`src/rtl/brg_pkg.sv`:
```
package brg_pkg;

  localparam int unsigned REF_HZ     = 3686400;
  localparam int unsigned OVERSAMPLE = 16;
  localparam int unsigned NUM_RATES  = 19;
  localparam int unsigned SEL_W      = 5;
  localparam int unsigned PHASE_W    = $clog2(OVERSAMPLE);

  typedef enum logic [1:0] {
    SRC_INT   = 2'b00,
    SRC_EXT16 = 2'b01,
    SRC_EXT1  = 2'b10,
    SRC_OFF   = 2'b11
  } src_mode_e;

  // Standard rates in tenths of a baud, indexed by rate code.
  function automatic int unsigned rate_deci(int unsigned idx);
    case (idx)
      0:       return 500;
      1:       return 750;
      2:       return 1100;
      3:       return 1345;
      4:       return 1500;
      5:       return 2000;
      6:       return 3000;
      7:       return 6000;
      8:       return 10500;
      9:       return 12000;
      10:      return 18000;
      11:      return 20000;
      12:      return 24000;
      13:      return 48000;
      14:      return 72000;
      15:      return 96000;
      16:      return 192000;
      17:      return 384000;
      default: return 768000;
    endcase
  endfunction

  // Rounded divisor from reference clock to the 16x rate.
  function automatic int unsigned rate_div(int unsigned idx);
    int unsigned num;
    num = REF_HZ * 10 / OVERSAMPLE;
    return (num + rate_deci(idx) / 2) / rate_deci(idx);
  endfunction

  localparam int unsigned DIV_W = $clog2(rate_div(0) + 1);

endpackage

```
`src/rtl/brg_edge_sync.sv`:
```
module brg_edge_sync #(
  parameter int unsigned STAGES = 2
) (
  input  logic clk,
  input  logic rst_n,
  input  logic ext_in,
  output logic rise
);

  logic [STAGES:0] sh_q, sh_d;
  logic            rise_d;

  always_comb begin
    sh_d   = {sh_q[STAGES-1:0], ext_in};
    rise_d = sh_q[STAGES-1] & ~sh_q[STAGES];
  end

  always_ff @(posedge clk or negedge rst_n) begin
    if (!rst_n) begin
      sh_q <= '0;
      rise <= 1'b0;
    end else begin
      sh_q <= sh_d;
      rise <= rise_d;
    end
  end

endmodule

```
`src/rtl/brg_divider.sv`:
```
module brg_divider
  import brg_pkg::*;
#(
  parameter int unsigned DW = DIV_W,
  parameter int unsigned SW = SEL_W
) (
  input  logic          clk,
  input  logic          rst_n,
  input  logic [SW-1:0] sel,
  input  logic          sel_ok,
  input  logic [DW-1:0] divisor,
  output logic          tick
);

  logic [DW-1:0] cnt_q, cnt_d;
  logic [SW-1:0] sel_q;
  logic          tick_d;

  always_comb begin
    cnt_d  = cnt_q;
    tick_d = 1'b0;
    if (!sel_ok) begin
      cnt_d = '0;
    end else if (sel != sel_q) begin
      cnt_d = divisor - 1'b1;
    end else if (cnt_q == '0) begin
      cnt_d  = divisor - 1'b1;
      tick_d = 1'b1;
    end else begin
      cnt_d = cnt_q - 1'b1;
    end
  end

  always_ff @(posedge clk or negedge rst_n) begin
    if (!rst_n) begin
      cnt_q <= '0;
      sel_q <= '1;
      tick  <= 1'b0;
    end else begin
      cnt_q <= cnt_d;
      sel_q <= sel;
      tick  <= tick_d;
    end
  end

endmodule

```
`src/rtl/brg_bitphase.sv`:
```
module brg_bitphase
  import brg_pkg::*;
#(
  parameter int unsigned OS = OVERSAMPLE,
  parameter int unsigned PW = PHASE_W
) (
  input  logic clk,
  input  logic rst_n,
  input  logic os_pulse,
  input  logic direct,
  output logic bit_en
);

  logic [PW-1:0] ph_q, ph_d;

  always_comb begin
    ph_d   = os_pulse ? ph_q + 1'b1 : ph_q;
    bit_en = os_pulse && (direct || ph_q == PW'(OS - 1));
  end

  always_ff @(posedge clk or negedge rst_n) begin
    if (!rst_n) ph_q <= '0;
    else        ph_q <= ph_d;
  end

endmodule

```
`src/rtl/serial_rate_gen.sv`:
```
module serial_rate_gen
  import brg_pkg::*;
#(
  parameter int unsigned SYNC_STAGES = 2
) (
  input  logic             clk,
  input  logic             rst_n,
  input  logic             sclk,
  input  logic [1:0]       rx_mode,
  input  logic [SEL_W-1:0] rx_rate_sel,
  input  logic [1:0]       tx_mode,
  input  logic [SEL_W-1:0] tx_rate_sel,
  output logic             rx_os_en,
  output logic             rx_bit_en,
  output logic             tx_os_en,
  output logic             tx_bit_en
);

  localparam int unsigned NDIR = 2;

  logic [1:0] rst_sync_q;
  logic       rst_n_int;

  always_ff @(posedge clk or negedge rst_n) begin
    if (!rst_n) rst_sync_q <= '0;
    else        rst_sync_q <= {rst_sync_q[0], 1'b1};
  end
  assign rst_n_int = rst_sync_q[1];

  // Divisor table computed at elaboration.
  logic [DIV_W-1:0] div_tab [NUM_RATES];
  for (genvar g = 0; g < NUM_RATES; g++) begin : g_tab
    assign div_tab[g] = DIV_W'(rate_div(g));
  end

  logic ext_rise;
  brg_edge_sync #(.STAGES(SYNC_STAGES)) i_sync (
    .clk    (clk),
    .rst_n  (rst_n_int),
    .ext_in (sclk),
    .rise   (ext_rise)
  );

  logic [1:0]       mode_v [NDIR];
  logic [SEL_W-1:0] sel_v  [NDIR];
  logic             os_v   [NDIR];
  logic             bit_v  [NDIR];

  assign mode_v[0] = rx_mode;
  assign mode_v[1] = tx_mode;
  assign sel_v[0]  = rx_rate_sel;
  assign sel_v[1]  = tx_rate_sel;

  for (genvar d = 0; d < NDIR; d++) begin : g_dir
    src_mode_e        mode;
    logic [DIV_W-1:0] divisor;
    logic             sel_ok;
    logic             tick;
    logic             os_pulse;
    logic             direct;
    logic             bit_pulse;

    assign mode = src_mode_e'(mode_v[d]);

    always_comb begin
      divisor = '0;
      sel_ok  = 1'b0;
      for (int i = 0; i < NUM_RATES; i++) begin
        if (sel_v[d] == SEL_W'(i)) begin
          divisor = div_tab[i];
          sel_ok  = 1'b1;
        end
      end
    end

    brg_divider i_div (
      .clk     (clk),
      .rst_n   (rst_n_int),
      .sel     (sel_v[d]),
      .sel_ok  (sel_ok),
      .divisor (divisor),
      .tick    (tick)
    );

    always_comb begin
      case (mode)
        SRC_INT:             os_pulse = tick;
        SRC_EXT16, SRC_EXT1: os_pulse = ext_rise;
        default:             os_pulse = 1'b0;
      endcase
      direct = (mode == SRC_EXT1);
    end

    brg_bitphase i_phase (
      .clk      (clk),
      .rst_n    (rst_n_int),
      .os_pulse (os_pulse),
      .direct   (direct),
      .bit_en   (bit_pulse)
    );

    assign os_v[d]  = os_pulse;
    assign bit_v[d] = bit_pulse;
  end

  assign rx_os_en  = os_v[0];
  assign rx_bit_en = bit_v[0];
  assign tx_os_en  = os_v[1];
  assign tx_bit_en = bit_v[1];

endmodule

```
`config.mk`:
```
export PLATFORM = sky130hd
export DESIGN_NAME = serial_rate_gen
export DESIGN_NICKNAME = d
export VERILOG_FILES = /design/src/rtl/brg_pkg.sv /design/src/rtl/brg_edge_sync.sv /design/src/rtl/brg_divider.sv /design/src/rtl/brg_bitphase.sv /design/src/rtl/serial_rate_gen.sv
export SDC_FILE = /design/constraint.sdc
export NUM_CORES = 1
export LEC_CHECK = 0
export ABC_AREA = 1
export BUFFER_PORTS_ARGS = -buffer_cell sky130_fd_sc_hd__buf_2
export CELL_PAD_IN_SITES_DETAIL_PLACEMENT = 2
export CELL_PAD_IN_SITES_GLOBAL_PLACEMENT = 2
export CORE_AREA = 10 10 114 116
export CTS_CLUSTER_DIAMETER = 150
export DETAILED_ROUTE_END_ITERATION = 6
export DIE_AREA = 0 0 124 126
export PLACE_DENSITY_LB_ADDON = 0.12
export SYNTH_ARGS = -nofsm -noshare
export SYNTH_HDL_FRONTEND = slang
export SYNTH_SLANG_ARGS = --single-unit
```
`constraint.sdc`:
```
create_clock -name clk -period 2.3 [get_ports clk]
set_clock_uncertainty 0.05 [all_clocks]
set_input_delay 0.46 -clock clk [delete_from_list [all_inputs] [get_ports clk]]
set_output_delay 0.46 -clock clk [all_outputs]
set_load 0.02 [all_outputs]
```
Word level (Yosys, flattened, before mapping)
Cells that the tools add are included.
{"block": "classes", "mux": 90, "n_eq_ne": 44, "bitwise_logic": 2, "n_reduce_logical": 12, "add_sub_neg": 6}
{"op": "$mux 13", "count": 44}
{"op": "$eq 5x4->1 const B", "count": 16}
{"op": "$sub 13x1->13 const B", "count": 4}
{"op": "$mux 1", "count": 44}
{"op": "$eq 5x3->1 const B", "count": 8}
{"op": "$eq 5x5->1 const B", "count": 6}
{"op": "$logic_not 13->1", "count": 2}
{"op": "$eq 5x2->1 const B", "count": 4}
{"op": "$eq 5x1->1 const B", "count": 2}
{"op": "$logic_not 5->1", "count": 2}
{"op": "$ne 5x5->1", "count": 2}
{"op": "$add 4x1->4 const B", "count": 2}
{"op": "$eq 4x4->1 const B", "count": 2}
{"op": "$eq 2x1->1 const B", "count": 2}
{"op": "$eq 2x2->1 const B", "count": 2}
{"op": "$logic_not 2->1", "count": 2}
{"op": "$pmux 1 s2", "count": 2}
{"op": "$reduce_or 2->1", "count": 2}
{"op": "$logic_and 1x1->1", "count": 2}
{"op": "$logic_or 1x1->1", "count": 2}
{"op": "$and 1x1->1", "count": 1}
{"op": "$not 1->1", "count": 1}
{"block": "totals", "input_bits": 17, "regBits": 52}

Logic depth before layout (Yosys ltp)
Gate-level depths: netlist of the first run.
{"block": "depth", "depth_word": 24, "mapped_depth": 15, "ltp_nobuf": 14}

By module
From an unflattened synthesis of the first run, not the netlist that was laid out.
{"block": "hier_totals", "hier_cells": 639, "area_unflattened_um2": 4252.8}
{"mod": "brg_divider", "cells_each": 225, "n_inst": 2, "area_per_inst_um2": 1500.2, "seq_area_each_um2": 481.7}
{"mod": "serial_rate_gen", "cells_each": 139, "n_inst": 1, "area_per_inst_um2": 754.5, "seq_area_each_um2": 50.0}
{"mod": "brg_bitphase", "cells_each": 22, "n_inst": 2, "area_per_inst_um2": 193.9, "seq_area_each_um2": 100.1}
{"mod": "brg_edge_sync", "cells_each": 6, "n_inst": 1, "area_per_inst_um2": 110.1, "seq_area_each_um2": 100.1}

Worst setup path after synthesis of the first run
Ideal clock, no wire load.
{"block": "synth_timing", "path_type": "input -> output", "start": "input tx_mode[0]", "end": "output tx_bit_en", "setup_slack_ns": -0.059, "stages": 7, "t_arrival_ns": 1.849, "cell_sequence": "inv_1 -> ha_1 -> a22o_1 -> inv_1 -> nor2_1 -> inv_1 -> a21oi_1"}
{"block": "synth_via", "elab_chain_cells": 4, "word_cells_on_any_way": 7}
{"element": "from (decl)", "line_no": "serial_rate_gen.sv:11", "rtl": "input logic [1:0] tx_mode,"}
{"element": "$eq 2x1->1 or $eq 2x2->1 (tied branches)", "line_no": "serial_rate_gen.sv:86", "rtl": "case (mode)"}
{"element": "$reduce_or 2->1", "line_no": "serial_rate_gen.sv:86"}
{"element": "$pmux 1 s2 (*)", "line_no": "serial_rate_gen.sv:86"}
{"element": "via tx_os_en", "line_no": "serial_rate_gen.sv:15", "rtl": "output logic tx_os_en,"}
{"element": "$logic_and 1x1->1 (*)", "line_no": "brg_bitphase.sv:18", "rtl": "bit_en = os_pulse && (direct || ph_q == PW'(OS - 1));"}
{"element": "to (decl)", "line_no": "serial_rate_gen.sv:16", "rtl": "output logic tx_bit_en"}
Mark *: on every way through the listed nets, which the timed path passes. The rest lies on a longest branch.

Worst setup path in the final report of the first run
{"block": "layout_timing", "start": "input rx_mode[1]", "end": "output rx_bit_en"}
{"block": "layout_via", "elab_chain_cells": 4, "word_cells_on_any_way": 7}
{"element": "from (decl)", "line_no": "serial_rate_gen.sv:9", "rtl": "input logic [1:0] rx_mode,"}
{"element": "$eq 2x1->1 or $eq 2x2->1 (tied branches)", "line_no": "serial_rate_gen.sv:86, serial_rate_gen.sv:91"}
{"element": "$reduce_or 2->1", "line_no": "serial_rate_gen.sv:86"}
{"element": "$pmux 1 s2", "line_no": "serial_rate_gen.sv:86"}
{"element": "$logic_and 1x1->1 (*)", "line_no": "brg_bitphase.sv:18"}
{"element": "to (decl)", "line_no": "serial_rate_gen.sv:14", "rtl": "output logic rx_bit_en,"}
Every way passes the cells marked *; elsewhere a longest branch is shown, timed or not.

==> results of run 1 <==
==> registers in the layout, summed over array words and instances (netlist names) <==
| name | flops |
|---|---|
| g_dir.i_div.tick | 2 |
| i_sync.sh_q | 3 |
| g_dir.i_div.sel_q | 10 |
| g_dir.i_div.cnt_q | 26 |
| rst_sync_q | 2 |
| g_dir.i_phase.ph_q | 8 |
| i_sync.rise | 1 |
==> layout by cell type (no fill, tap or decap), types with 6 or more instances in the layout <==
cell type  instances
nor2_4             6
xnor2_1           15
dfrtp_1           41
a21oi_1           20
nand2_1           95
ha_1              12
buf_2             20
o21ai_0           20
nand3_1           52
dfstp_2           10
inv_1             80
nor2_2             7
xor2_1            20
nand4_1           13
buf_4             38
nor2_1            54
inv_2              9
nor3_1             8
==> final cells by class <==
cell class | count | area [um2]
Timing Repair Buffer | 59 | 395
Clock inverter | 3 | 22.5
Multi-Input combinational cell | 366 | 2060
Inverter | 90 | 340
Sequential cell | 52 | 1320
Fill cell | 1298 | 6320
Tap cell | 140 | 175
Clock buffer | 5 | 68.8
==> routing by layer <==
metal,wire length (um),up-vias
met5,0,-
met4,99,0
met3,344,10
met2,5480,39
met1,5520,1721
li1,-,1759
==> report_power, final <==
part           internal, W  switching [W]
clock network     0.000218       0.000329
logic             0.000307       0.000456
registers          0.00106       0.000133
==> final timing paths <==
path / depth (start not counted) / slack [ps] / end / start
max reg2reg: 8 / 220 / g_dir[1].i_div.cnt_q[10] / g_dir[1].i_div.cnt_q[0]
min reg2reg: 0 / 240 / g_dir[0].i_phase.ph_q[0] / rst_sync_q[1]
min: 1 / 190 / i_sync.sh_q[0] / sclk
max in group asynchronous: 1 / 1210 / g_dir[1].i_div.sel_q[3] / rst_sync_q[1]
min in group asynchronous: 0 / 240 / g_dir[0].i_phase.ph_q[0] / rst_sync_q[1]
max: 9 / 200 / rx_bit_en / rx_mode[1]
==> worst reg2reg max path, delay by kind of cell, from the launching register on <==
kind / cells / cell delay, ps
flip-flops: 1 / 400
buffers and inverters: 2 / 300
adder cells (fa/ha/maj): 1 / 220
AND/OR/NAND/NOR: 2 / 550
XOR/XNOR: 1 / 220
AO/OA/AOI/OAI: 2 / 270
==> cells by family after synthesis <==
kind of cell | synth area share
AO/OA/AOI/OAI | 0.0856
XOR/XNOR | 0.0810
adder cells (fa/ha/maj) | 0.0397
buffers and inverters | 0.116
flip-flops | 0.347
other | 0.000991
AND/OR/NAND/NOR | 0.329
==> stage by stage <==
step | TNS [ps] | power, W
final | 0 | 0.00250
after detailed placement | -282 | 0.00196
after floorplan | 0 | 0.00171
after global placement | -35.2 | 0.00191
after CTS | 0 | 0.00255
after global routing | 0 | 0.00272
==> repair_timing <==
action | CTS | global route
setup endpoints to repair | 0 | 4
gates resized for setup | 0 | 4
hold endpoints to repair | 2 | 0
hold buffers | 1 | 0
==> metrics.md, run 1 <==
| Metric | Value |
|---|---|
| Cells along the critical path | `buf_2, inv_1, ha_1, a22o_1, inv_1, nor2_4, inv_1, a21oi_1, buf_2` |
| First-pass GRT wire length | `approximately 20 mm` |
| Mean post-synth cell area | `7.28 um2` |
| Post-DP Area | `between 0.004 and 0.005 mm2` |
| Synth top area cells | `dfrtp_1 (28%), nand2_1 (9.4%), inv_1 (7.9%), dfstp_2 (6.9%), nand3_1 (6.9%)` |
| Die area | `between 0.015 and 0.02 mm2` |
| Tmin final | `about 2100 ps` |
| Starting density of the core | `0.354` |
| Post-DRT Antenna Nets | `0` |
| Synth top area share | `0.278` |
| CP max stage cell | `ha_1` |
| Setup WS pre-CTS | `-96.1 ps` |
| CP max FO | `6` |
| Most numerous cell in the Yosys netlist | `nand2_1` |
| Core area | `between 0.01 and 0.015 mm2` |
| Cell repeated most along the worst path | `inv_1` |
| Clk_lat worst skew | `between 300 and 400 ps` |
| Initial drt markers | `about 120` |
| Total Wirelength | `11.4 mm` |
| CTS H-tree depth | `2` |
| Synth warn | `0` |
| Final Instance Area | `around 0.0044 mm2` |
| Register area share after synthesis | `0.347` |
| Die W | `between 100 and 150 um` |
| RSZ-0062 raised after global routing | `false` |
| Port Buffers | `20` |
| Vias in the first global route | `~4000` |
| Met2 usage | `0.250` |
| Worst rel slew slack | `0.583` |
| Kind of critical path | `input port to primary output` |
| Final setup violation count | `0` |
| Hold WS | `between 150 and 200 ps` |
| Cell family with most CP delay | `buffers and inverters` |
| Initial antenna violation count | `0` |
| Clk sink count | `52` |
| Post-Place Cells | `~700` |
| Core Util, Final | `0.409` |
| CP bufs+invs | `5` |
| Hold crit path type | `input port to flip-flop` |
| CTS tree | `built` |
| Vias | `around 3500` |
| CTS clock-pin slew for the worst setup and hold paths | `100 ps` |
| Final period utilization | `0.914` |
| FMAX | `about 480 MHz` |
| PnR worst setup slack | `roughly 200 ps` |
| Layer with the highest usage | `met2` |
| Number of synthesized flops with an enable pin | `0` |
| IO Count | `21` |
| Num rows | `38` |
| Remaining global-route overflow | `0` |
| Most instantiated cells after synthesis | `nand2_1 (95), inv_1 (80), nor2_1 (56)` |
| FFs w/ async S/R, synth | `1.00` |
| Yosys top cell by area | `dfrtp_1` |
| Clock Tree Root | `clkbuf_8` |
| Pins over their slew limit | `0` |
| Worst setup SP type | `input port` |
| Worst slew pin tran | `~630 ps` |
| Post-DP HPWL | `between 9 and 10 mm` |
| Final Hold Vio Count | `0` |
| WL/cell | `roughly 16 um` |
| Post-CTS Setup Bufs | `0` |
| Area grow syn2layout | `15.5%` |
| Crit end category | `primary output` |
| Final Non-Filler Cells | `715` |
| Layout net count | `between 600 and 700` |
| Cells after synthesis | `between 500 and 600` |
| Pwr dens | `572 mW/mm2` |
| Met3 Use GR | `0.0317` |
| Max Root-Sink Buffers | `2` |
| Synthesized Nets | `around 550` |
| Largest net degree at the start of global routing | `28` |
| CP arrival | `~1600 ps` |
| Leak | `roughly 2.3 nW` |
| CTS Buf Count | `5` |
| Distinct cells, synth | `between 40 and 50` |
| Max-cap violation count | `0` |
| Delay of the slowest critical-path stage | `roughly 260 ps` |
| Tot GR Track Use | `0.155` |
| Met1 global-route usage | `0.208` |
| CP required | `~1800 ps` |
| Pre-antenna DRT Iters | `4` |
| # DRC | `0` |
| Layout cell share with drive strength beyond 1 | `0.205` |
| Status | `finished, final reports clean` |
| Synthesized cell area | `0.00378 mm2` |
| Number of diodes | `0` |
| Most used DFF post-synth | `dfrtp_1` |
| Die height | `roughly 130 um` |
| Vias per inst | `slightly below 5` |
| Post-synthesis register bit count | `between 50 and 60` |
| VDD IR max | `around 440 uV` |
| GPL Wtd Cong | `approximately 0.86` |
(Power assumes the default switching activity.)
==> run 2, diff against run 1 <==
ABC_AREA = default   (was 1)
CORE_AREA = 10 10 106 108   (was 10 10 114 116)
DIE_AREA = 0 0 116 118   (was 0 0 124 126)
==> run 2 against run 1 <==
  * First-iteration DRC count up 36%
  * Register-to-register slack worse by 80 ps
  * Die area down 12%
  * Critical path depth down 2
  * Via count down 13%
  * Global-route usage down 0.17 points
  * Sequential power about the same
  * Design area down 5.9%
  * Setup slack worse by 59 ps
  * Synthesized cell count down 25%
  * Core utilization up 4.3 points
  * Critical path type is now flip-flop to flip-flop
  * Critical endpoint is now g_dir[0].i_div.cnt_q[9]
==> metrics.md, run 2 <==
| Metric | Value |
|---|---|
| WL/cell | `18.3 um (+15%)` |
| Synth warn | `0 (unchanged)` |
| Number of diodes | `0 (unchanged)` |
| CP max FO | `4 (-2)` |
| Vias | `3085 (-13%)` |
| Worst rel slew slack | `0.660 (+0.0772)` |
| Pre-antenna DRT Iters | `4 (unchanged)` |
| Most numerous cell in the Yosys netlist | `nor2_1` |
| First-pass GRT wire length | `17.3 mm (-12%)` |
| Synth top area share | `0.312 (+0.0341)` |
| Layer with the highest usage | `met2` |
| Tot GR Track Use | `0.153 (-0.00166)` |
| Vias in the first global route | `3328 (-16%)` |
| Total Wirelength | `10.2 mm (-11%)` |
| PnR worst setup slack | `140 ps (-59.0 ps)` |
| Clock Tree Root | `clkbuf_8` |
| Most frequent cells in the layout | `buf_4 (50), nor2_1 (46), dfrtp_1 (41), nand2_1 (34), a21oi_1 (22)` |
| Largest net degree at the start of global routing | `34 (+21%)` |
| Num rows | `35 (-7.9%)` |
| RSZ-0062 raised after global routing | `false` |
| FMAX | `463 MHz (-2.7%)` |
| Commonest non-fill, non-tap cell in the layout | `buf_4` |
| Hold crit path type | `flip-flop to asynchronous set/reset pin` |
| CP required | `2490 ps (+700 ps)` |
| CP max stage cell | `or4_1` |
| # DRC | `0 (unchanged)` |
| Kind of critical path | `flip-flop to flip-flop` |
| Max Root-Sink Buffers | `2 (unchanged)` |
| Final Hold Vio Count | `0 (unchanged)` |
| Layout net count | `472 (-22%)` |
| Post-DP HPWL | `7.81 mm (-16%)` |
| Initial antenna violation count | `0 (unchanged)` |
| Area grow syn2layout | `22.0%` |
| Pwr dens | `579 mW/mm2 (+1.3%)` |
| Layout cell share with drive strength beyond 1 | `0.257 (+0.0515)` |
| Die area | `0.0137 mm2 (-12%)` |
| CTS H-tree depth | `2 (unchanged)` |
| Starting density of the core | `0.370 (+0.0163)` |
| Pins over their slew limit | `0 (unchanged)` |
| GPL Wtd Cong | `0.865 (+1.2%)` |
| CP arrival | `2350 ps (+760 ps)` |
| Number of synthesized flops with an enable pin | `0 (unchanged)` |
| Synthesized cell area | `0.00337 mm2 (-11%)` |
| IO Count | `21 (unchanged)` |
| Met2 usage | `0.237 (-0.0130)` |
| Yosys top cell by area | `dfrtp_1` |
| Max-cap violation count | `0 (unchanged)` |
| Fill cells | `1030 (-21%)` |
| Largest registers | `g_dir.i_div.cnt_q: 26 flops, g_dir.i_div.sel_q: 10 flops, g_dir.i_phase.ph_q: 8 flops` |
| VDD IR max | `357 uV (-19%)` |
| Largest Register | `g_dir.i_div.cnt_q` |
| Most used DFF post-synth | `dfrtp_1` |
| Distinct cells, synth | `53 (+29%)` |
| Met3 Use GR | `0.0265 (-0.00522)` |
| Setup WS pre-CTS | `-189 ps (-92.6 ps)` |
| FFs w/ async S/R, synth | `1.00 (unchanged)` |
| Final period utilization | `0.939 (+0.0256)` |
| Final setup violation count | `0 (unchanged)` |
| Post-synthesis register bit count | `52 (unchanged)` |
| Worst slew pin tran | `506 ps (-120 ps)` |
| Post-DRT Antenna Nets | `0 (unchanged)` |
| Port Buffers | `20 (unchanged)` |
| Delay of the slowest critical-path stage | `540 ps (+280 ps)` |
| Total power | `0.00238 W (-4.7%)` |
| Remaining global-route overflow | `0 (unchanged)` |
| Core area | `0.00911 mm2 (-15%)` |
| Most instantiated cells after synthesis | `nor2_1 (47), dfrtp_1 (42), nand2_1 (35)` |
| Die height | `118 um (-6.3%)` |
| Met1 global-route usage | `0.217 (+0.00927)` |
| Status | `finished, final reports clean` |
| Cell family with most CP delay | `simple AND/OR/NAND/NOR gates` |
| Max reg flops | `26 (unchanged)` |
| Clk sink count | `52 (unchanged)` |
| Synthesized Nets | `417 (-24%)` |
| CTS Buf Count | `5 (unchanged)` |
| CP bufs+invs | `1 (-4)` |
| Initial drt markers | `162 (+36%)` |
| Clk_lat worst skew | `310 ps (-20 ps)` |
| Tmin final | `2160 ps (+59.0 ps)` |
| Synth top area cells | `dfrtp_1 (31%), dfstp_2 (7.8%), xor2_1 (5.5%), nor2_1 (5.2%), ha_1 (4.5%)` |
| CTS clock-pin slew for the worst setup and hold paths | `90 ps (about the same)` |
| Core Util, Final | `0.452 (+0.0429)` |
| Leak | `1.80 nW (-22%)` |
| Cells after synthesis | `388 (-25%)` |
| Die W | `116 um (-6.5%)` |
| Mean post-synth cell area | `8.69 um2 (+19%)` |
| Worst setup SP type | `flip-flop` |
| CTS tree | `built` |
| Cells along the critical path | `inv_1, ha_1, nor3b_4, nand4_4, o211a_4, or4_1, a21oi_2` |
| Vias per inst | `5.56 (+13%)` |
| Register area share after synthesis | `0.390 (+0.0426)` |
| Crit end category | `flip-flop` |
[run 2: metrics by stage]
stage / TNS [ps] / cell area [um2] / hold WS [ps] / instances
final: 0 / 4110 / 168 / 555
after global routing: 0 / 4110 / 196 / 555
after CTS: 0 / 4070 / 184 / 554
after detailed placement: -657 / 3960 / 179 / 545
after global placement: -160 / 3960 / 176 / 545
after floorplan: 0 / 3480 / 114 / 388
[run 2: kinds of logic after synthesis]
kind of cell               count (synthesis)  share of synthesized area
DFF                                       52                      0.390
xor gates and xnor gates                  35                     0.0909
other                                      1                    0.00111
and+or+nand+nor                          142                      0.209
AOI/OAI and AO/OA                        100                      0.200
buffers and inverters                     40                     0.0457
muxes                                      6                     0.0189
adders and majority gates                 12                     0.0445
[run 2: what timing repair did]
item,in CTS,in global routing
hold endpoints to repair,2,0
hold buffers,1,0
buffers inserted,0,1
resized for setup,1,7
pin swaps,0,1
setup endpoints to repair,1,14
cloned,0,0
[run 2: final cells by class]
class / count / area (um2) / area share
multi-input combinational: 296 / 1980 / 0.482
sequential: 52 / 1320 / 0.320
timing repair buffer: 74 / 537 / 0.130
tap: 111 / 139 / 0.0338
clock buffer: 6 / 72.6 / 0.0176
inverter: 14 / 52.6 / 0.0128
clock inverter: 2 / 16.3 / 0.00395
[run 2: per-layer routing]
| metal | vias to the layer above | share of wire |
|---|---|---|
| met1 | 1531 | 0.49 |
| met2 | 49 | 0.46 |
| met5 | - | 0 |
| met3 | 7 | 0.041 |
| li1 | 1498 | - |
| met4 | 0 | 0.0079 |
[run 2: power by group]
group | internal [W] | switching, W
Sequential | 0.00105 | 0.000136
Clock | 0.000217 | 0.000307
Combinational | 0.000317 | 0.000354
[run 2: final timing paths]
kind	startpoint	endpoint	slack [ps]	cells past startpoint
max in group asynchronous	rst_sync_q[1]	g_dir[0].i_div.sel_q[0]	1440	1
max reg2reg	g_dir[0].i_div.cnt_q[1]	g_dir[0].i_div.cnt_q[9]	140	7
min reg2reg	rst_sync_q[1]	g_dir[0].i_div.cnt_q[8]	170	0
max	g_dir[0].i_div.cnt_q[1]	g_dir[0].i_div.cnt_q[9]	140	7
min in group clk	sclk	i_sync.sh_q[0]	210	1
min	rst_sync_q[1]	g_dir[0].i_div.cnt_q[8]	170	0
==> run 3, diff against run 2 <==
CORE_AREA = 10 10 109 111   (was 10 10 106 108)
DIE_AREA = 0 0 119 121   (was 0 0 116 118)
MAX_ROUTING_LAYER = met4   (was default)
SYNTH_HIERARCHICAL = 1   (was default)
==> run 3 against run 2 <==
  * Register-to-register slack better by 90 ps
  * Area after synthesis increased by 12%
  * Critical path type is now input port to flip-flop
  * Global-route usage rose by 1.1 points
  * Non-clock buffer count increased by 14
  * Largest cell class unchanged
  * Synthesized cell count decreased by 1.0%
==> metrics.md, run 3 <==
| Metric | Value |
|---|---|
| CP arrival | `2310 ps (-40 ps)` |
| Synth top area cells | `dfrtp_1 (28%), xnor2_1 (8.1%), dfstp_2 (7.0%), xor2_1 (5.6%), a211oi_2 (4.6%)` |
| Post-DRT Antenna Nets | `0 (unchanged)` |
| Core area | `0.00964 mm2 (+5.8%)` |
| Distinct cells, synth | `58 (+9.4%)` |
| Cells after synthesis | `384 (-1.0%)` |
| VDD IR max | `298 uV (-16%)` |
| Combinational power share | `0.327 (+0.045)` |
| Synth top area share | `0.279 (-0.0328)` |
| Net Sw Frac | `0.332 (-0.00287)` |
| GPL Wtd Cong | `0.824 (-4.8%)` |
| CTS Buf Count | `5 (unchanged)` |
| Commonest non-fill, non-tap cell in the layout | `buf_4` |
| Worst rel slew slack | `0.562 (-0.0974)` |
| # DRC | `0 (unchanged)` |
| Post-CTS Setup Bufs | `0 (unchanged)` |
| CP required | `2460 ps (-30 ps)` |
| Most used DFF post-synth | `dfrtp_1` |
| Met3 Use GR | `0.0163 (-0.0102)` |
| Largest net degree at the start of global routing | `51 (+50%)` |
| Synth warn | `6 (+6)` |
| CP max FO | `6 (+2)` |
| Max Root-Sink Buffers | `2 (unchanged)` |
| Int Pwr | `0.00195 W (+23%)` |
| Register area share after synthesis | `0.349 (-0.0410)` |
| Die area | `0.0144 mm2 (+5.2%)` |
| RR Endpoint | `g_dir[0].i_div/cnt_q[8]` |
| Kind of critical path | `input port to flip-flop` |
| Pwr dens | `629 mW/mm2 (+8.7%)` |
| FFs w/ async S/R, synth | `1.00 (unchanged)` |
| Area grow syn2layout | `23.4%` |
| Number of diodes | `0 (unchanged)` |
| Met1 global-route usage | `0.204 (-0.0132)` |
| Setup_tns | `0 ps (unchanged)` |
| Yosys top cell by area | `dfrtp_1` |
| Post-synthesis register bit count | `52 (unchanged)` |
| Vias in the first global route | `3628 (+9.0%)` |
| Tmin final | `2150 ps (-14.3 ps)` |
| Die W | `119 um (+2.6%)` |
| Port Buffers | `20 (unchanged)` |
| Reg2reg setup slack | `230 ps (+90 ps)` |
| Layer with the highest usage | `met2` |
| Clk sink count | `52 (unchanged)` |
| Remaining global-route overflow | `0 (unchanged)` |
| Status | `finished, final reports clean` |
| Final period utilization | `0.933 (-0.00624)` |
| Starting density of the core | `0.391 (+0.0208)` |
| Met2 usage | `0.286 (+0.0489)` |
| Hold crit path type | `input port to flip-flop` |
| Vias | `3136 (+1.7%)` |
| Layout net count | `494 (+4.7%)` |
| Psw | `0.000970 W (+22%)` |
| Synthesized cell area | `0.00377 mm2 (+12%)` |
| Post-DP HPWL | `8.56 mm (+9.7%)` |
| Number of synthesized flops with an enable pin | `0 (unchanged)` |
| Final setup violation count | `0 (unchanged)` |
| Vias per inst | `5.25 (-5.5%)` |
| Max-cap violation count | `0 (unchanged)` |
| Crit end category | `flip-flop` |
| Layout cell share with drive strength beyond 1 | `0.343 (+0.0859)` |
| CTS tree | `built` |
| Worst setup SP type | `input port` |
| Most numerous cell in the Yosys netlist | `dfrtp_1` |
| Die height | `121 um (+2.5%)` |
| Hold_sp | `sclk` |
| Pre-antenna DRT Iters | `4 (unchanged)` |
| Pins over their slew limit | `0 (unchanged)` |
| Most frequent cells in the layout | `buf_4 (64), dfrtp_1 (41), xnor2_1 (35), nor2_1 (31), xor2_1 (24)` |
| Worst slew pin tran | `656 ps (+151 ps)` |
| Leak | `2.03 nW (+13%)` |
| First-pass GRT wire length | `19.1 mm (+10%)` |
| Clock Tree Root | `clkbuf_8` |
| Initial antenna violation count | `0 (unchanged)` |
| IO Count | `21 (unchanged)` |
| Initial drt markers | `77 (-52%)` |
| Min-Delay Endpoint | `i_sync/sh_q[0]` |
| WL/cell | `18.5 um (+0.84%)` |
| Fill cells | `1062 (+3.1%)` |
| Tot GR Track Use | `0.164 (+0.0110)` |
| Synthesized Nets | `415 (-0.48%)` |
| FMAX | `466 MHz (+0.67%)` |
| Clk_lat worst skew | `300 ps (about the same)` |
| CTS clock-pin slew for the worst setup and hold paths | `90 ps (about the same)` |
| Sequential power share | `0.419 (-0.079)` |
| CTS H-tree depth | `2 (unchanged)` |
| Max reg flops | `26 (unchanged)` |
| Largest registers | `g_dir.i_div/cnt_q: 26 flops, g_dir.i_div/sel_q: 10 flops, g_dir.i_phase/ph_q: 8 flops` |
| Largest Register | `g_dir.i_div/cnt_q` |
| Most instantiated cells after synthesis | `dfrtp_1 (42), xnor2_1 (35), nor2_1 (31)` |
| Total Wirelength | `11.0 mm (+8.5%)` |
| Mean post-synth cell area | `9.81 um2 (+13%)` |
| Num rows | `36 (+2.9%)` |
| Final Hold Vio Count | `0 (unchanged)` |
| Reg2reg path depth | `8 (+1)` |
| Total power | `0.00292 W (+23%)` |
| Hold path cells | `1` |
| Reg-to-reg startpoint | `g_dir[0].i_div/cnt_q[0]` |
| Clk network pwr share | `0.254 (+0.034)` |
-- run 3: changes by cell type after synthesis, sizes merged, moves of 5 or more --
cell and change:
inv +5, nand4b +7, a211oi +11, nand2 -15, nor4 +5, o22ai -5, xnor2 +21, a21oi -12
o21ai -9, clkbuf -12, nand3 +7
-- run 3: worst max path at each step --
| stage | from | endpoint | slack [ps] | depth (start not counted) |
|---|---|---|---|---|
| after floorplan | rx_rate_sel[4] | g_dir[0].i_div/cnt_q[8] | 9 | 11 |
| after global placement | tx_rate_sel[1] | g_dir[1].i_div/cnt_q[8] | -140 | 11 |
| after detailed placement | tx_rate_sel[1] | g_dir[1].i_div/cnt_q[8] | -330 | 11 |
| after CTS | rx_rate_sel[0] | g_dir[0].i_div/cnt_q[8] | 40 | 11 |
| after global routing | tx_rate_sel[1] | g_dir[1].i_div/cnt_q[8] | -20 | 12 |
| final | rx_rate_sel[0] | g_dir[0].i_div/cnt_q[6] | 150 | 11 |
-- run 3: area by class of cell --
class / count / area [um2] / area share
Inverter: 19 / 73.8 / 0.0159
Tap cell: 133 / 166 / 0.0358
Timing Repair Buffer: 88 / 651 / 0.140
Multi-Input combinational cell: 297 / 2310 / 0.497
Clock buffer: 6 / 72.6 / 0.0156
Sequential cell: 52 / 1320 / 0.283
Clock inverter: 2 / 60.1 / 0.0129
-- run 3: worst max-delay path: stages --
cell,delay [ps]
buf_2,140
and2b_1,220
a21oi_1,180
a211oi_2,110
inv_1,80
ha_1,170
nor3b_4,290
nand2_1,140
buf_4,150
xor2_1,150
a211oi_2,210
-- run 3: per-layer routing --
layer	vias to the layer above	wire, um
met5	-	0
met4	0	85
met3	6	115
met2	23	5710
met1	1601	5130
li1	1506	-
-- run 3: metrics by stage --
stage,util,cells,worst slack (ps),hold slack (ps),cell area [um2]
final,0.482,597,154,223,4650
after global routing,0.482,597,-15.8,199,4650
after CTS,0.481,597,37.1,211,4630
after detailed placement,0.464,588,-333,206,4470
after global placement,0.464,588,-141,194,4470
after floorplan,-,384,8.51,114,3780
-- run 3: repair_timing --
| action | CTS | global route |
|---|---|---|
| setup endpoints to repair | 2 | 4 |
| resized for setup | 3 | 3 |
| endpoints found under the hold margin | 2 | 0 |
| hold buffers | 1 | 0 |
| pin swaps | 0 | 1 |
-- run 3: power by group through the flow --
| stage | Clock (W) | Combinational (W) | Sequential [W] |
|---|---|---|---|
| floorplan | 0 | 0.000615 | 0.00121 |
| global placement | 0 | 0.000877 | 0.00122 |
| detailed placement | 0 | 0.000939 | 0.00124 |
| CTS | 0.000771 | 0.000964 | 0.00123 |
| global route | 0.000816 | 0.00107 | 0.00125 |
| finish | 0.000744 | 0.000955 | 0.00123 |
-- run 3: cells by family (layout without fill, tap and decap cells) --
kind of cell,count (synthesis),in the layout,share of synthesized area
AOI/OAI and AO/OA,65,65,0.142
xor gates and xnor gates,59,59,0.137
adders and majority gates,14,14,0.0465
buffers and inverters,35,115,0.0495
DFF,52,52,0.349
muxes,8,8,0.0226
other,1,1,0.000995
and+or+nand+nor,150,150,0.252
